### src/rtl/t1_alarm_pkg.sv
package t1_alarm_pkg;
  localparam int WORD_W   = 8;
  localparam int B_TSYNC  = 7;
  localparam int B_MFSYNC = 6;
  localparam int B_AIS    = 4;
  localparam int B_LOS    = 3;
  localparam int B_SEF    = 2;
  localparam int B_TXSLIP = 1;
  localparam int B_RXSLIP = 0;
  localparam logic [WORD_W-1:0] USED_BITS = 8'hDF;
endpackage

### src/rtl/t1_los_run.sv
module t1_los_run #(
  parameter int RUN_LEN = 192
) (
  input  logic clk,
  input  logic rst,
  input  logic bit_vld,
  input  logic bit_val,
  output logic los_dig
);
  localparam int CW = $clog2(RUN_LEN + 1);
  localparam logic [CW-1:0] CNT_MAX  = CW'(RUN_LEN);
  localparam logic [CW-1:0] CNT_LAST = CW'(RUN_LEN - 1);

  logic [CW-1:0] zcnt;

  always_ff @(posedge clk) begin
    if (rst) begin
      zcnt    <= '0;
      los_dig <= 1'b0;
    end else if (bit_vld) begin
      if (bit_val) begin
        zcnt    <= '0;
        los_dig <= 1'b0;
      end else if (zcnt != CNT_MAX) begin
        zcnt <= zcnt + 1'b1;
        if (zcnt == CNT_LAST) los_dig <= 1'b1;
      end
    end
  end

  AST_LOS_CLEAR_ON_ONE: assert property (@(posedge clk) disable iff (rst)
    (bit_vld && bit_val) |=> !los_dig);
  AST_LOS_RISE_ON_ZERO: assert property (@(posedge clk) disable iff (rst)
    $rose(los_dig) |-> $past(bit_vld && !bit_val));
endmodule

### src/rtl/t1_sef_window.sv
module t1_sef_window #(
  parameter int WIN  = 6,
  parameter int ERRS = 2
) (
  input  logic clk,
  input  logic rst,
  input  logic sync_ok,
  input  logic fb_vld,
  input  logic fb_err,
  output logic sef_evt
);
  localparam int HW = WIN - 1;

  logic [HW-1:0] hist;

  always_ff @(posedge clk) begin
    if (rst || !sync_ok) hist <= '0;
    else if (fb_vld)     hist <= {hist[HW-2:0], fb_err};
  end

  always_comb
    sef_evt = sync_ok && fb_vld && fb_err && ($countones(hist) >= ERRS - 1);

  AST_HIST_EMPTY_NO_SYNC: assert property (@(posedge clk) disable iff (rst)
    !sync_ok |=> (hist == '0));
endmodule

### src/rtl/t1_chg_detect.sv
module t1_chg_detect #(
  parameter int N = 4
) (
  input  logic         clk,
  input  logic [N-1:0] lvl,
  output logic [N-1:0] chg
);
  logic [N-1:0] prev;

  always_ff @(posedge clk) prev <= lvl;

  for (genvar i = 0; i < N; i++) begin : g_bit
    assign chg[i] = lvl[i] ^ prev[i];
  end
endmodule

### src/rtl/t1_irq_word.sv
module t1_irq_word #(
  parameter int W = 8,
  parameter logic [W-1:0] USED = '1
) (
  input  logic         clk,
  input  logic         rst,
  input  logic [W-1:0] ev,
  input  logic         mask_wr,
  input  logic [W-1:0] mask_wdata,
  input  logic         rd_en,
  output logic [W-1:0] rd_data,
  output logic         irq
);
  logic [W-1:0] mask_q, stat_q, stat_nxt, ev_m;

  always_comb begin
    ev_m     = ev & mask_q & USED;
    stat_nxt = (rd_en ? '0 : stat_q) | ev_m;
  end

  always_ff @(posedge clk) begin
    if (rst) begin
      mask_q  <= '0;
      stat_q  <= '0;
      rd_data <= '0;
      irq     <= 1'b0;
    end else begin
      if (mask_wr) mask_q <= mask_wdata & USED;
      stat_q  <= stat_nxt;
      rd_data <= rd_en ? stat_q : '0;
      irq     <= |stat_nxt;
    end
  end

  AST_MASK_BLOCKS: assert property (@(posedge clk) disable iff (rst)
    1'b1 |=> ((stat_q & ~$past(stat_q) & ~$past(mask_q)) == '0));
  AST_READ_RETURNS: assert property (@(posedge clk) disable iff (rst)
    rd_en |=> (rd_data == $past(stat_q)));
  AST_READ_CLEARS: assert property (@(posedge clk) disable iff (rst)
    rd_en |=> ((stat_q & ~$past(ev_m)) == '0));
  AST_STICKY: assert property (@(posedge clk) disable iff (rst)
    !rd_en |=> ((stat_q & $past(stat_q)) == $past(stat_q)));
  AST_EVENT_KEPT: assert property (@(posedge clk) disable iff (rst)
    (ev_m != '0) |=> ((stat_q & $past(ev_m)) == $past(ev_m)));
  AST_IRQ_TRACKS: assert property (@(posedge clk) disable iff (rst)
    irq == (stat_q != '0));
endmodule

### src/rtl/t1_alarm_irq.sv
module t1_alarm_irq
  import t1_alarm_pkg::*;
#(
  parameter int LOS_ZEROS = 192,
  parameter int SEF_WIN   = 6,
  parameter int SEF_ERRS  = 2
) (
  input  logic              clk,
  input  logic              rst,
  input  logic              rx_bit_vld,
  input  logic              rx_bit,
  input  logic              analog_los,
  input  logic              frm_bit_vld,
  input  logic              frm_bit_err,
  input  logic              term_sync,
  input  logic              mfrm_sync,
  input  logic              ais_det,
  input  logic              tx_slip,
  input  logic              rx_slip,
  input  logic              mask_wr,
  input  logic [WORD_W-1:0] mask_wdata,
  input  logic              rd_en,
  output logic [WORD_W-1:0] rd_data,
  output logic              irq
);
  localparam int NLVL = 4;

  logic              los_dig, los_cond, sef_evt;
  logic [NLVL-1:0]   lvl, chg;
  logic [WORD_W-1:0] ev;

  t1_los_run #(.RUN_LEN(LOS_ZEROS)) u_los (
    .clk(clk), .rst(rst), .bit_vld(rx_bit_vld), .bit_val(rx_bit), .los_dig(los_dig)
  );

  t1_sef_window #(.WIN(SEF_WIN), .ERRS(SEF_ERRS)) u_sef (
    .clk(clk), .rst(rst), .sync_ok(term_sync), .fb_vld(frm_bit_vld),
    .fb_err(frm_bit_err), .sef_evt(sef_evt)
  );

  assign los_cond = los_dig | analog_los;
  assign lvl      = {term_sync, mfrm_sync, ais_det, los_cond};

  t1_chg_detect #(.N(NLVL)) u_chg (.clk(clk), .lvl(lvl), .chg(chg));

  always_comb begin
    ev           = '0;
    ev[B_TSYNC]  = chg[3];
    ev[B_MFSYNC] = chg[2];
    ev[B_AIS]    = chg[1];
    ev[B_LOS]    = chg[0];
    ev[B_SEF]    = sef_evt;
    ev[B_TXSLIP] = tx_slip;
    ev[B_RXSLIP] = rx_slip;
  end

  t1_irq_word #(.W(WORD_W), .USED(USED_BITS)) u_word (
    .clk(clk), .rst(rst), .ev(ev), .mask_wr(mask_wr), .mask_wdata(mask_wdata),
    .rd_en(rd_en), .rd_data(rd_data), .irq(irq)
  );

  AST_UNUSED_BIT_LOW: assert property (@(posedge clk) disable iff (rst)
    rd_data[5] == 1'b0);
endmodule

### config.mk
export PLATFORM = sky130hd
export DESIGN_NAME = t1_alarm_irq
export DESIGN_NICKNAME = d
export VERILOG_FILES = /design/src/rtl/t1_alarm_pkg.sv /design/src/rtl/t1_los_run.sv /design/src/rtl/t1_sef_window.sv /design/src/rtl/t1_chg_detect.sv /design/src/rtl/t1_irq_word.sv /design/src/rtl/t1_alarm_irq.sv
export SDC_FILE = /design/constraint.sdc
export NUM_CORES = 1
export LEC_CHECK = 0
export ABC_AREA = 1
export CAP_MARGIN = 10
export CORE_MARGIN = 3
export CORE_UTILIZATION = 43
export CTS_BUF_LIST = sky130_fd_sc_hd__clkbuf_16
export CTS_CLUSTER_DIAMETER = 40
export DETAILED_ROUTE_END_ITERATION = 10
export GPL_TIMING_DRIVEN = 0
export HOLD_SLACK_MARGIN = 0.12
export PLACE_DENSITY = 0.7
export SKIP_LAST_GASP = 1
export SLEW_MARGIN = 30
export SYNTH_ARGS = -nofsm -noshare
export SYNTH_HDL_FRONTEND = slang
export SYNTH_SLANG_ARGS = --single-unit
### constraint.sdc
create_clock -name clk -period 2.1 [get_ports clk]
set_clock_uncertainty 0.1 [all_clocks]
set_input_delay 0.21 -clock clk [delete_from_list [all_inputs] [get_ports clk]]
set_output_delay 0.21 -clock clk [all_outputs]
set_load 0.01 [all_outputs]
[Word-level counts from Yosys, hierarchy flattened]
Cells that the tools add are included.
Storage, ports and cells
  register bits: 42
  bits in latches: 0
  RAM bits: 0
  bits in read-only memories: 0
  input port bits: 22
  output and inout port bits: 9
  logic and storage cells: 41
  memories kept: 0
Operators by class
  $add $sub $neg: 5
  multiply operators: 0
  div/mod/pow operators: 0
  $lt $le $gt $ge: 1
  equal/unequal tests: 2
  shift operators: 0
  mux-type cells: 6
  bitwise logic cells: 8
  reductions and logical operators: 11
Operators with widths (count)
  adder 32 x 1 -> 32 bit: 1
  adder 32 bit: 1
  >= comparator 32 x 2 -> 1 bit, second input constant: 1
  2-to-1 mux 8 bit: 3
  adder 8 x 1 -> 8 bit, second input constant: 1
  AND 8 bit: 1
  == test 8 bit, second input constant: 1
  inequality test 8 bit, second input constant: 1
  OR 8 bit: 1
  OR reduction 8 bit: 1
  adder 1 x 1 -> 2 bit: 2
  nonzero test 2 bit: 2
  XOR 1 bit: 4
  logical AND 1 bit: 3
  2-to-1 mux 1 bit: 3
  AND reduction 3 bit: 1
  AND reduction 2 bit: 1
  OR reduction 2 bit: 1
  zero test 1 bit: 1
  logical OR 1 bit: 1
  inverter 1 bit: 1
  OR 1 bit: 1

[Depth between registers and ports, before layout]
  word-level depth: 8
  mapped depth: 11

[Modules after synthesis]
A second synthesis with hierarchy kept.
Second synthesis, totals
  cells, all modules: 267
  area, all modules: 1860.5 um^2
Modules (own cells, without submodules)
  t1_irq_word: instances 1, cells each 104, area an instance 809.5 um^2
  t1_los_run: instances 1, cells each 96, area an instance 594.3 um^2
  t1_sef_window: instances 1, cells each 39, area an instance 286.5 um^2
  t1_chg_detect: instances 1, cells each 24, area an instance 155.1 um^2
  t1_alarm_irq: instances 1, cells each 4, area an instance 15.0 um^2

[Least setup slack after synthesis]
Ideal clock, no wire load.
  path type: register to register
  start point: register u_sef.hist[2]
  end point: register u_word.irq
  arrival time: 1.926 ns
  required time: 1.869 ns
  slack: -0.058 ns
  cell stages (with the launch flop): 11
  cells stage by stage: dfxtp_1 ha_1 inv_1 fa_1 inv_1 fa_1 nand3b_1 a21oi_1 nand2_1 nor2_1 nor2_1
On the way
  word-level cells in the longest chain between the ends: 8
RTL lines
  start, declared: line t1_sef_window.sv:14  | logic [HW-1:0] hist;
  start signal, assigned: line t1_sef_window.sv:18  | else if (fb_vld) hist <= {hist[HW-2:0], fb_err};
  adder 1 x 1 -> 2 bit (not written as such): line t1_sef_window.sv:22  | sef_evt = sync_ok && fb_vld && fb_err && ($countones(hist) >= ERRS - 1);
  adder 32 bit (not written as such): line t1_sef_window.sv:22
  adder 32 x 1 -> 32 bit (not written as such): line t1_sef_window.sv:22
  >= comparator 32 x 2 -> 1 bit: line t1_sef_window.sv:22
  logical AND 1 bit: line t1_sef_window.sv:22
  AND 8 bit: line t1_irq_word.sv:17  | ev_m = ev & mask_q & USED;
  OR 8 bit: line t1_irq_word.sv:18  | stat_nxt = (rd_en ? '0 : stat_q) | ev_m;
  OR reduction 8 bit: line t1_irq_word.sv:31  | irq <= |stat_nxt;
  end signal, assigned: line t1_irq_word.sv:31
  end, declared: line t1_irq_word.sv:12  | output logic irq
Every way passes these cells.
A chain may end at the register's enable or synchronous reset.

[Worst setup path in the final report]
  start point: register u_sef.hist[3]
  end point: register u_word.irq
Same word-level chain as after synthesis.

==> results.txt <==
- Status: finished with violations
- The checks that failed: negative setup slack.
- No sink is reached through more buffers than the 2 on the longest clock path.
* Clock buffer count from CTS: 5
- Number of placement rows: 22
- VDD IR max: 0.477 mV
- The tree built by TritonCTS fans out to between 40 and 50 sinks.
- X dimension of the die: 70.1 um
- Netlist cell types: 24
* Antenna-violating nets left: 0
- Grouping stages by cell kind, the critical path spends the most delay in adder cells.
* Final-report setup violation count: 1
* Number of register bits inferred by synthesis: 42
- Among all cell types in the netlist, the one instantiated most often is nand2_1.
- In this run, post-CTS hold repair placed 0 buffers.
- Critical path capture point type: flop
- The worst hold path belongs to the class input pin to flop.
- STA puts the critical path data required time at around 2200 ps.
* Number of flops mapped to enable cells by yosys: 0
- Input and output buffers added on the ports amount to 28.
* Post-Syn Nets: about 270
* Post-route fraction of the period consumed by the critical path: 1.03
- Total number of nets in the final design: 300
- The clock tree synthesis step divided the H-tree into 2 levels.
- Routed wire per std cell: around 10 um
- Post-synth top cells: 53 x nand2_1, 46 x nor2_1, 42 x dfxtp_1, 35 x inv_1, 13 x a21oi_1
* Number of cells on the worst reg-to-reg path: 10
- Post-synthesis area per instance: 7.45 um^2
- The cell count after synthesis came out at between 200 and 250.
- Clock-pin slew was measured on the worst setup and hold paths at around 60 ps.
- Compared with the post-synthesis result, the final layout area differs by 28.9%.
- Mapped cell area: roughly 1800 um^2
* Tightest slew margin relative to the limit: 0.651
- The synthesized design spends more area on one cell type than any other, namely dfxtp_1.
- In the synthesized netlist the async set-or-reset flop fraction comes to 0.
* Max Slew Vio Count: 0
- Number of antenna violations at the first check in global routing: 0
- Worst reg2reg setup slack: -70 ps
* Worst Tran Pin Value: between 500 and 600 ps
- Ratio of cells with drive above 1 in the final layout: 0.106
- HPWL after detailed placement: 2.49 mm
- Startpoint type of the worst setup path: flop
* Layer carrying the most global-route usage: met2
* Kind of critical path: flop to flop
- The worst hold path begins at rx_bit_vld.
* Tmin final: 2170 ps
- Final weighted congestion in routability-driven placement: between 0.8 and 0.9
- For this run, the detailed router's first-pass iteration total came to 4.
- Post-synth top area share: 0.476
- Total wirelength of the detailed-routed design: approximately 3.4 mm
- The repair_antennas step left the layout with diodes totalling 0.
- The largest single stage delay on the critical path is 390 ps.
- The worst hold path terminates at u_los.los_dig.
* Total number of vias: approximately 1500
* Most area-consuming cells after synthesis: dfxtp_1 48%, nand2_1 11%, nor2_1 9.8%
* Worst path buffer plus inverter count: 2
* Core outline area: 3800 um^2
- TritonCTS built the clock tree.
* Maximum capacitance violations: 0
- Die Span Y: roughly 70 um
- Max Fclk: 461 MHz
* Grt ovf: 0
- Final critical-path setup slack: -68.3 ps
* Met3 track demand over resource in global routing: 0.0388
- Counting stages on the worst path, the most repeated cell is nor2_1.
* Power density over the cells: 759 nW/um^2
- Final Hold Vio Count: 0
- The worst register-to-register path begins at u_sef.hist[3].
* Clock root buffer: clkbuf_16
- Largest net degree at the start of global routing: 15
* Leakage power figure: 0.940 nW
- First-pass GRT wire length: between 5 and 6 mm
- Pin placement for this block handled 31 I/O pins.
- Number of global-route vias before repair: roughly 1400
- Biggest fanout along the worst timing path: 3
* Part of the Yosys area used for sequential elements: 0.476
* Initial core utilization: 0.465
* Most used DFF post-synth: dfxtp_1
* List of cells traversed by the critical path: ha_1, inv_1, fa_2, inv_2, fa_1, nand3b_1, a21oi_2, nand2_1, nor2_1, nor2_1
- Met1 demand-to-capacity share in global routing: 0.184
- WP data arrival: 2220 ps
- Clk_lat worst skew: between 200 and 300 ps
- Met2 GRT Util: 0.249
- Yosys Warn Count: 0
- Hold path depth: 3
* Total global-route track usage: 0.150
- Critical-path cell with the highest stage delay: fa_1
- DRC violation count after routing: 0
* Number of DRC markers after the initial detailed-route iteration: 93
- The die covers slightly below 5000 um^2.
- The worst register-to-register path ends at u_word.irq.
- The tightest hold path in the finished design has a slack of approximately 170 ps.
* Non-filler instance count after layout: 321
- RSZ-0062 raised after global routing: yes
- Once placement completed, the tool counted placed cells totaling 313.
* Post-DR vias/cell: between 4 and 5
==> cells in the final DEF (no fill, tap or decap) <==
cell             Yosys  routed
ha_1                 4       3
buf_4                1       1
nand2_2              2       2
clkinv_2             0       1
nand2_4              1       1
o21a_1               1       1
nor3_1               2       2
a211oi_1             1       1
fa_2                 0       1
buf_1                1       1
nand4_1              4       4
nor2_4               1       1
dfxtp_1             42      38
nand2_1             53      53
dfxtp_2              0       4
inv_2                2       4
a21oi_1             13      12
nor3_2               1       1
ha_4                 0       1
clkinvlp_4           0       1
clkinv_4             0       1
nand3_4              1       1
nor2_1              46      46
nor3b_1              1       1
a21oi_2              3       4
nand3_1              9       9
nand3b_1             1       1
clkdlybuf4s50_1      0      28
fa_1                 2       1
clkbuf_16            0       5
o21ai_0             10      10
inv_1               35      33
==> how the worst max path moves through the flow <==
stage                       to  slack [ps]           from  cells past startpoint
floorplan           u_word.irq           9  u_sef.hist[0]                     10
global placement    u_word.irq         -50  u_sef.hist[1]                     10
detailed placement  u_word.irq        -100  u_sef.hist[3]                     10
CTS                 u_word.irq         -80  u_sef.hist[3]                     10
global route        u_word.irq        -160  u_sef.hist[2]                     10
finish              u_word.irq         -70  u_sef.hist[3]                     10
==> metal layers <==
layer,wire (um),vias to the layer above
met5,0,-
met4,68,0
met3,139,7
met2,1560,30
met1,1580,676
li1,-,803
==> flip-flops by register name, indices dropped and copies added, names as in the netlist <==
signal,flops
u_word.mask_q,7
u_chg.prev,4
u_sef.hist,5
u_word.irq,1
u_word.stat_q,8
u_word.rd_data,8
u_los.zcnt,8
u_los.los_dig,1
==> worst min-delay path, stage by stage <==
cell,delay (ps)
buf_4,150
nand4_1,90
a21oi_1,50
==> final cells by class <==
type                       count  area (um^2)
sequential                    42          846
clock buffer                   5          125
timing repair buffer          28          280
clock inverter                 3         21.3
buffer                         2         11.3
inverter                      37          139
fill                         383         1520
multi-input combinational    156          795
tap                           48         60.1
==> where the power goes <==
group	switching, mW	internal, mW	total [mW]
clock	0.306	0.439	0.745
sequential	0.0132	0.824	0.838
combinational	0.0764	0.0692	0.146
total	0.396	1.33	1.73
==> per-stage QoR <==
stage	setup TNS (ps)	util	setup WS, ps	power [mW]	instance area (um^2)
finish	-68.3	0.599	-68.3	1.73	2280
floorplan	0	-	8.88	0.928	1790
detailed placement	-96.3	0.560	-96.3	1.00	2130
CTS	-79.4	0.599	-79.4	1.75	2280
global placement	-53.5	0.560	-53.5	0.999	2130
global route	-163	0.599	-163	1.80	2280
==> timing repair <==
| item | in CTS | in global routing |
|---|---|---|
| gates resized for setup | 2 | 0 |
| setup endpoints to repair | 1 | 1 |
| setup buffers | 0 | 0 |
| pin swaps | 1 | 0 |
==> kinds of logic after synthesis <==
kind of cell,after synthesis,synth area share
flip-flops,42,0.476
buffers and inverters,39,0.0850
AO/OA/AOI/OAI,28,0.0885
adder cells (fa/ha/maj),6,0.0510
AND/OR/NAND/NOR,122,0.300
(Power assumes the default switching activity.)
